===== config.mk =====
export PLATFORM = sky130hd
export DESIGN_NAME = idm_top
export DESIGN_NICKNAME = d
export VERILOG_FILES = /design/src/rtl/idm_pkg.sv /design/src/rtl/idm_ctrl.sv /design/src/rtl/idm_datapath.sv /design/src/rtl/idm_top.sv
export SDC_FILE = /design/constraint.sdc
export NUM_CORES = 2
export LEC_CHECK = 0
export BUFFER_PORTS_ARGS = -buffer_cell sky130_fd_sc_hd__buf_2
export CAP_MARGIN = 20
export CORE_MARGIN = 2
export CORE_UTILIZATION = 60
export DETAILED_ROUTE_END_ITERATION = 16
export MAX_ROUTING_LAYER = met4
export PLACE_DENSITY = 0.87
export SYNTH_ARGS = -nofsm -noshare
export SYNTH_HDL_FRONTEND = slang
export SYNTH_HIERARCHICAL = 1
export SYNTH_SLANG_ARGS = --single-unit

===== constraint.sdc =====
create_clock -name clk -period 16.15 [get_ports clk]
set_clock_uncertainty 0.2 [all_clocks]
set_input_delay 2.4225 -clock clk [delete_from_list [all_inputs] [get_ports clk]]
set_output_delay 2.4225 -clock clk [all_outputs]
set_load 0.02 [all_outputs]

===== src/rtl/idm_pkg.sv =====
package idm_pkg;
  parameter int IDM_AW   = 8;
  parameter int IDM_DW   = 8;
  parameter int IDM_BANKS = 4;
  parameter int IDM_REGS = 8;
  parameter int IDM_BANK_W = $clog2(IDM_BANKS);
  parameter int IDM_REG_W  = $clog2(IDM_REGS);
  parameter int IDM_LANE_W = $clog2(IDM_DW);

  typedef enum logic [2:0] {
    MODE_DIRECT   = 3'd0,
    MODE_INDIRECT = 3'd1,
    MODE_REG      = 3'd2,
    MODE_BIT      = 3'd3,
    MODE_PUSH     = 3'd4,
    MODE_POP      = 3'd5,
    MODE_BANK     = 3'd6
  } accessMode_t;

  typedef enum logic [1:0] {
    BIT_READ = 2'd0,
    BIT_SET  = 2'd1,
    BIT_CLR  = 2'd2,
    BIT_PUT  = 2'd3
  } bitOp_t;

  typedef struct packed {
    logic                  ramWe;
    logic                  sfrWe;
    logic                  ramRd;
    logic                  sfrRd;
    logic                  bitRd;
    logic                  bitWr;
    logic [IDM_AW-1:0]     byteAddr;
    logic [IDM_LANE_W-1:0] bitPos;
    bitOp_t                bitOp;
  } dpStrobe_t;
endpackage


===== src/rtl/idm_ctrl.sv =====
module idm_ctrl
  import idm_pkg::*;
#(
  parameter logic [IDM_AW-1:0] SP_RESET = 8'h07,
  parameter logic [IDM_AW-1:0] BIT_BASE = 8'h20
) (
  input  logic                  clk,
  input  logic                  rstN,
  input  logic                  reqValid,
  input  logic [2:0]            reqMode,
  input  logic                  reqWrite,
  input  logic [1:0]            bitOp,
  input  logic [IDM_AW-1:0]     addr,
  input  logic [IDM_REG_W-1:0]  regNum,
  input  logic [IDM_BANK_W-1:0] bankData,
  output dpStrobe_t             strb,
  output logic [IDM_AW-1:0]     stackPtr,
  output logic [IDM_BANK_W-1:0] bankSel
);
  localparam int BIT_HI = IDM_AW - 2;

  accessMode_t           mode;
  logic [IDM_AW-1:0]     spNext;
  logic [IDM_BANK_W-1:0] bankNext;
  logic [IDM_AW-1:0]     regAddr;
  logic [IDM_AW-1:0]     bitByte;
  logic                  upperHalf;

  assign mode      = accessMode_t'(reqMode);
  assign regAddr   = IDM_AW'({bankSel, regNum});
  assign bitByte   = BIT_BASE + IDM_AW'(addr[BIT_HI:IDM_LANE_W]);
  assign upperHalf = addr[IDM_AW-1];

  always_comb begin
    strb     = '0;
    spNext   = stackPtr;
    bankNext = bankSel;
    if (reqValid) begin
      case (mode)
        MODE_DIRECT: begin
          strb.byteAddr = addr;
          if (upperHalf) begin
            strb.sfrWe = reqWrite;
            strb.sfrRd = !reqWrite;
          end else begin
            strb.ramWe = reqWrite;
            strb.ramRd = !reqWrite;
          end
        end
        MODE_INDIRECT: begin
          strb.byteAddr = addr;
          strb.ramWe    = reqWrite;
          strb.ramRd    = !reqWrite;
        end
        MODE_REG: begin
          strb.byteAddr = regAddr;
          strb.ramWe    = reqWrite;
          strb.ramRd    = !reqWrite;
        end
        MODE_BIT: begin
          strb.byteAddr = bitByte;
          strb.bitPos   = addr[IDM_LANE_W-1:0];
          strb.bitOp    = bitOp_t'(bitOp);
          if (bitOp_t'(bitOp) == BIT_READ) strb.bitRd = 1'b1;
          else strb.bitWr = 1'b1;
        end
        MODE_PUSH: begin
          spNext        = stackPtr + IDM_AW'(1);
          strb.byteAddr = spNext;
          strb.ramWe    = 1'b1;
        end
        MODE_POP: begin
          strb.byteAddr = stackPtr;
          strb.ramRd    = 1'b1;
          spNext        = stackPtr - IDM_AW'(1);
        end
        MODE_BANK: bankNext = bankData;
        default: ;
      endcase
    end
  end

  always_ff @(posedge clk or negedge rstN) begin
    if (!rstN) begin
      stackPtr <= SP_RESET;
      bankSel  <= '0;
    end else begin
      stackPtr <= spNext;
      bankSel  <= bankNext;
    end
  end

  assert_push_step_R8: assert property (@(posedge clk) disable iff (!rstN)
    (reqValid && reqMode == MODE_PUSH) |=> stackPtr == $past(stackPtr) + IDM_AW'(1));
  assert_pop_step_R8: assert property (@(posedge clk) disable iff (!rstN)
    (reqValid && reqMode == MODE_POP) |=> stackPtr == $past(stackPtr) - IDM_AW'(1));
  assert_sp_hold_R8: assert property (@(posedge clk) disable iff (!rstN)
    !(reqValid && (reqMode == MODE_PUSH || reqMode == MODE_POP)) |=> $stable(stackPtr));
  assert_bank_hold_R5: assert property (@(posedge clk) disable iff (!rstN)
    !(reqValid && reqMode == MODE_BANK) |=> $stable(bankSel));
endmodule


===== src/rtl/idm_datapath.sv =====
module idm_datapath
  import idm_pkg::*;
#(
  parameter logic [IDM_DW-1:0] SFR_RESET = 8'h00
) (
  input  logic              clk,
  input  logic              rstN,
  input  dpStrobe_t         strb,
  input  logic [IDM_DW-1:0] wdata,
  output logic              rdValid,
  output logic [IDM_DW-1:0] rdata
);
  localparam int RAM_DEPTH = 1 << IDM_AW;
  localparam int SFR_DEPTH = RAM_DEPTH / 2;
  localparam int SFR_AW    = IDM_AW - 1;

  logic [IDM_DW-1:0] ramMem [RAM_DEPTH];
  logic [IDM_DW-1:0] sfrMem [SFR_DEPTH];
  logic [IDM_DW-1:0] curRam;
  logic [IDM_DW-1:0] curSfr;
  logic [IDM_DW-1:0] modByte;
  logic              curBit;
  logic              newBit;
  logic [SFR_AW-1:0] sfrIdx;

  assign sfrIdx = strb.byteAddr[SFR_AW-1:0];
  assign curRam = ramMem[strb.byteAddr];
  assign curSfr = sfrMem[sfrIdx];
  assign curBit = curRam[strb.bitPos];

  always_comb begin
    case (strb.bitOp)
      BIT_SET: newBit = 1'b1;
      BIT_CLR: newBit = 1'b0;
      BIT_PUT: newBit = wdata[0];
      default: newBit = curBit;
    endcase
  end

  for (genvar lane = 0; lane < IDM_DW; lane++) begin : gLane
    assign modByte[lane] = (strb.bitPos == IDM_LANE_W'(lane)) ? newBit : curRam[lane];
  end

  always_ff @(posedge clk) begin
    if (strb.ramWe) ramMem[strb.byteAddr] <= wdata;
    else if (strb.bitWr) ramMem[strb.byteAddr] <= modByte;
  end

  always_ff @(posedge clk or negedge rstN) begin
    if (!rstN) begin
      for (int i = 0; i < SFR_DEPTH; i++) sfrMem[i] <= SFR_RESET;
    end else if (strb.sfrWe) begin
      sfrMem[sfrIdx] <= wdata;
    end
  end

  always_ff @(posedge clk or negedge rstN) begin
    if (!rstN) begin
      rdValid <= 1'b0;
      rdata   <= '0;
    end else begin
      rdValid <= strb.ramRd | strb.sfrRd | strb.bitRd;
      if (strb.ramRd) rdata <= curRam;
      else if (strb.sfrRd) rdata <= curSfr;
      else if (strb.bitRd) rdata <= IDM_DW'(curBit);
    end
  end

  assert_one_store_R4: assert property (@(posedge clk) disable iff (!rstN)
    $onehot0({strb.ramWe | strb.bitWr, strb.sfrWe}));
  assert_sfr_spares_ram_R4: assert property (@(posedge clk) disable iff (!rstN)
    strb.sfrWe |=> ramMem[$past(strb.byteAddr)] == $past(ramMem[strb.byteAddr]));
  assert_bit_only_R7: assert property (@(posedge clk) disable iff (!rstN)
    strb.bitWr |=> $onehot0(ramMem[$past(strb.byteAddr)] ^ $past(ramMem[strb.byteAddr])));
  assert_bit_quiet_R7: assert property (@(posedge clk) disable iff (!rstN)
    (strb.bitWr || strb.ramWe || strb.sfrWe) |=> !rdValid);
endmodule


===== src/rtl/idm_top.sv =====
module idm_top
  import idm_pkg::*;
#(
  parameter logic [IDM_AW-1:0] SP_RESET  = 8'h07,
  parameter logic [IDM_AW-1:0] BIT_BASE  = 8'h20,
  parameter logic [IDM_DW-1:0] SFR_RESET = 8'h00
) (
  input  logic                  clk,
  input  logic                  rstN,
  input  logic                  reqValid,
  input  logic [2:0]            reqMode,
  input  logic                  reqWrite,
  input  logic [1:0]            bitOp,
  input  logic [IDM_AW-1:0]     addr,
  input  logic [IDM_REG_W-1:0]  regNum,
  input  logic [IDM_DW-1:0]     wdata,
  output logic                  rdValid,
  output logic [IDM_DW-1:0]     rdata,
  output logic [IDM_AW-1:0]     stackPtr,
  output logic [IDM_BANK_W-1:0] bankSel
);
  dpStrobe_t strb;

  idm_ctrl #(.SP_RESET(SP_RESET), .BIT_BASE(BIT_BASE)) uCtrl (
    .clk(clk), .rstN(rstN), .reqValid(reqValid), .reqMode(reqMode),
    .reqWrite(reqWrite), .bitOp(bitOp), .addr(addr), .regNum(regNum),
    .bankData(wdata[IDM_BANK_W-1:0]), .strb(strb), .stackPtr(stackPtr),
    .bankSel(bankSel)
  );

  idm_datapath #(.SFR_RESET(SFR_RESET)) uData (
    .clk(clk), .rstN(rstN), .strb(strb), .wdata(wdata),
    .rdValid(rdValid), .rdata(rdata)
  );
endmodule


==> reports/qor.txt <==
via density per instance - 7.57
worst path cell trace - buf_2 > mux2i_1 > nor2_1 > a211oi_1 > a211oi_4 > buf_4 > buf_4 > nor2_4 > buf_4 > a22oi_1 > a21oi_1 > o41ai_1 > o21ai_0 > o21ai_0 > nand4_1 > o31a_1 > o41a_2 > buf_4 > buf_4 > buf_16
CTS clk-pin slew, worst paths - 0.06 ns
switching pwr - 4.41 mW
filler cell count - 12200
Critical R2R Capture - uData/ramMem[187][1]$_DFFE_PP_
crit end category - flop
Die ar. - 216000 µm²
Synth cell types - 69
Initial Utilization - 0.602
Critical Path Fanout Max - 104
HP Start - uData/sfrMem[682]$_DFFE_PN0P_
hold path cells - 1
Hold WC Path Type - flop to flop
yosys warns - 6
R2R setup slack - 5.84 ns
Chip Width - 465 µm
#FFs+latches synth - 3091
Post-Synth Adder-Cell Area - 0.000196
register share of total power - 0.491
Internal - 13.1 mW
worst slew pin tran - 1.39 ns
CTS tree - done
Clock power frac - 0.406
io pins - 47
Rows - 169
core area - 212000 µm²
Worst EP required - 16.61 ns
port buffer count - 46
cts hold-fix bufs - 0
overall routing resource usage - 0.356
initial antenna violation count - 23
Setup Fix Bufs, Post-CTS - 0
Tmin final - 11.31 ns
Crit-path slowest cell - a21oi_1
CTS buffer count - 306
Worst Setup EP - uData/ramMem[187][1]$_DFFE_PP_
Clk Tree Root Cell - clkbuf_16
cell depth of the worst setup path - 20
main combinational cell family by area after synthesis - multiplexers
placed inst area - 131000 µm²
Arrival @ worst endpoint - 11.77 ns
Avg WL per Cell - 39.0 µm
Tot Pwr - 17.5 mW
Synth Cell Area - 127000 µm²
Static Leakage - 51.3 nW
setup total negative slack - 0 ns
Tcrit/Tclk final - 0.700
asr flop ratio synth - 0.337
crit path from - reqMode[0]
final antenna-violating net count - 0
Seq/Total Area, Yosys - 0.687
CTS H-Tree Depth - 5
post-synth net total - 6710
largest net degree at the start of global routing - 257
Syn Area/Cell - 19.1 µm²
max-cap viol count - 0
global-route wire length before repair - 535000 µm
HPWL after DPL - 195000 µm
Comb power frac - 0.103
R2R Path Start - uCtrl/stackPtr[0]$_DFFE_PN1P_
Startpoint Class - primary input
Syn Inst Count - 6680
largest cells by area after synthesis - edfxtp_1 (48%), dfrtp_1 (20%), mux4_2 (15%)
number of nets in the layout - 6741
Post-Layout Cell Count - 9808
Switching Share - 0.253
clk_lat worst skew - 1.01 ns
number of remaining DRC errors - 0
pwr dens - 124 nW/µm²
status - complete, no violations
final wirelength - 383000 µm
post-synthesis xor/xnor area fraction - 0.000893
grt total ovfl - 0
Compound-Gate Fraction of Synth Area - 0.0190
CTS Sinks - 3091
placer congestion estimate - 0.934
Top FF cell, synth - edfxtp_1
Highest Clock Rate - 88.4 MHz
dominant cell type by area after synthesis - edfxtp_1
largest stage delay on the critical path - 0.95 ns
most used cell, CP - buf_4
final hold violation count - 0
Max-Slew Margin vs Limit - 0.0604
Clock Path Buffers - 4
Placed Cells - 9206
VDD IR-drop max - 0.141 mV
RSZ-0062 raised after global routing - false
critical path class - primary input to flop
Simple-Gate Fraction of Synth Area - 0.0255
DRT Pass-1 Iters - 12
Crit path max-delay family - compound AO/OA/AOI/OAI gates
area grow syn2layout - 10.2%
fin. max-slew vios - 0
die height - 465 µm
cell area after layout - 141000 µm²
post-synth top area share - 0.483
vias in the first global route - 73900
Final setup viols - 0
crit path buf inv count - 7
share of layout cells above drive strength 1 - 0.364
DR vias - 74200
initial DRC count - 13900
Worst Reg-to-Reg Cells - 19
number of enable flip-flop cells after synthesis - 2048
mux cell area share after synthesis - 0.251
cts repair resizes - 0
==> routing by layer <==
layer,GRT usage,vias up,part of all wire
met4,0.225,0,0.091
li1,-,26800,-
met2,0.534,7510,0.47
met3,0.116,2337,0.13
met1,0.419,37600,0.31
met5,-,-,0
==> placed cells by master, fill, tap and decap left out, types with 13 or more instances in the layout <==
cell type	instances
a21oi_1	82
a22oi_1	139
and2_1	16
and3_1	13
buf_12	21
buf_2	37
buf_4	115
bufinv_16	21
clkbuf_1	72
clkbuf_16	310
clkbuf_8	17
clkinv_1	36
clkinv_2	41
dfrtp_1	1040
diode_2	64
edfxtp_1	2048
mux2_2	1039
mux2i_1	138
mux4_2	841
nand2_1	189
nand2b_1	17
nand3_1	38
nor2_1	341
nor2b_1	25
nor3_1	22
o21ai_0	21
==> power groups by stage <==
| stage | Combinational, mW | Sequential [mW] | Clock (mW) |
|---|---|---|---|
| 2_1_floorplan | 1.01 | 8.78 | 0 |
| 3_3_place_gp | 1.58 | 8.73 | 0 |
| 3_5_place_dp | 1.62 | 8.74 | 0 |
| 4_1_cts | 1.69 | 8.57 | 7.03 |
| 5_1_grt | 1.81 | 8.57 | 7.37 |
| 6_report | 1.80 | 8.57 | 7.09 |
==> layout make-up <==
class	count	area, µm²	share of cell area
tap	2821	3530	0.0251
timing repair buffer	186	1700	0.0121
clock inverter	120	1160	0.00829
clock buffer	400	8270	0.0589
inverter	12	45.0	0.000321
sequential	3091	87600	0.624
multi-input combinational	3114	38000	0.271
antenna	64	160	0.00114
==> cell usage after synthesis, types with 15 or more instances <==
| cell type | count |
|---|---|
| a21oi_1 | 83 |
| a22oi_1 | 139 |
| and2_1 | 17 |
| buf_1 | 59 |
| buf_2 | 112 |
| buf_4 | 15 |
| clkbuf_1 | 271 |
| dfrtp_1 | 1040 |
| edfxtp_1 | 2048 |
| mux2_2 | 1039 |
| mux2i_1 | 138 |
| mux4_2 | 841 |
| nand2_1 | 189 |
| nand2b_1 | 17 |
| nand3_1 | 38 |
| nor2_1 | 345 |
| nor2b_1 | 29 |
| nor3_1 | 22 |
| o21ai_0 | 22 |
==> flip-flops by register name, summed over array words and instances (netlist names) <==
| signal | count |
|---|---|
| uCtrl/bankSel | 2 |
| uCtrl/stackPtr | 8 |
| uData/ramMem | 2048 |
| uData/rdValid | 1 |
| uData/rdata | 8 |
| uData/sfrMem | 1024 |
==> worst reg2reg max path: cells and delay by family, from the launching register on <==
kind	cells	cell delay, ns
xor+xnor	1	0.11
simple gates	3	1.27
buf+inv	6	3.59
flops	1	0.65
compound gates	8	3.81
fa+ha+maj	1	0.26
==> cell families (layout without fill, tap and decap cells) <==
logic type      count (synthesis)  after routing
compound gates                349            349
xor+xnor                       13             13
fa+ha+maj                       2              2
buf+inv                       475            718
flops                        3091           3091
mux                          2018           2018
other cells                     0             64
simple gates                  732            732
==> metrics by stage <==
stage           util  hold WS, ns  worst slack (ns)
2_1_floorplan      -        0.274             0.713
3_3_place_gp   0.617        0.281              5.11
5_1_grt        0.664        0.303              5.08
6_report       0.664        0.299              4.84
3_5_place_dp   0.617        0.284              4.96
4_1_cts        0.662        0.300              5.70
==> how the worst min path moves through the flow <==
stage                                     endpoint  slack, ns
finish               uData/sfrMem[682]$_DFFE_PN0P_       0.30
global route         uData/sfrMem[398]$_DFFE_PN0P_       0.30
CTS                  uData/sfrMem[333]$_DFFE_PN0P_       0.30
detailed placement      uData/rdata[0]$_DFFE_PN0P_       0.28
global placement     uData/sfrMem[235]$_DFFE_PN0P_       0.28
floorplan           uData/sfrMem[1000]$_DFFE_PN0P_       0.27
Power figures use the tool's default switching activity.
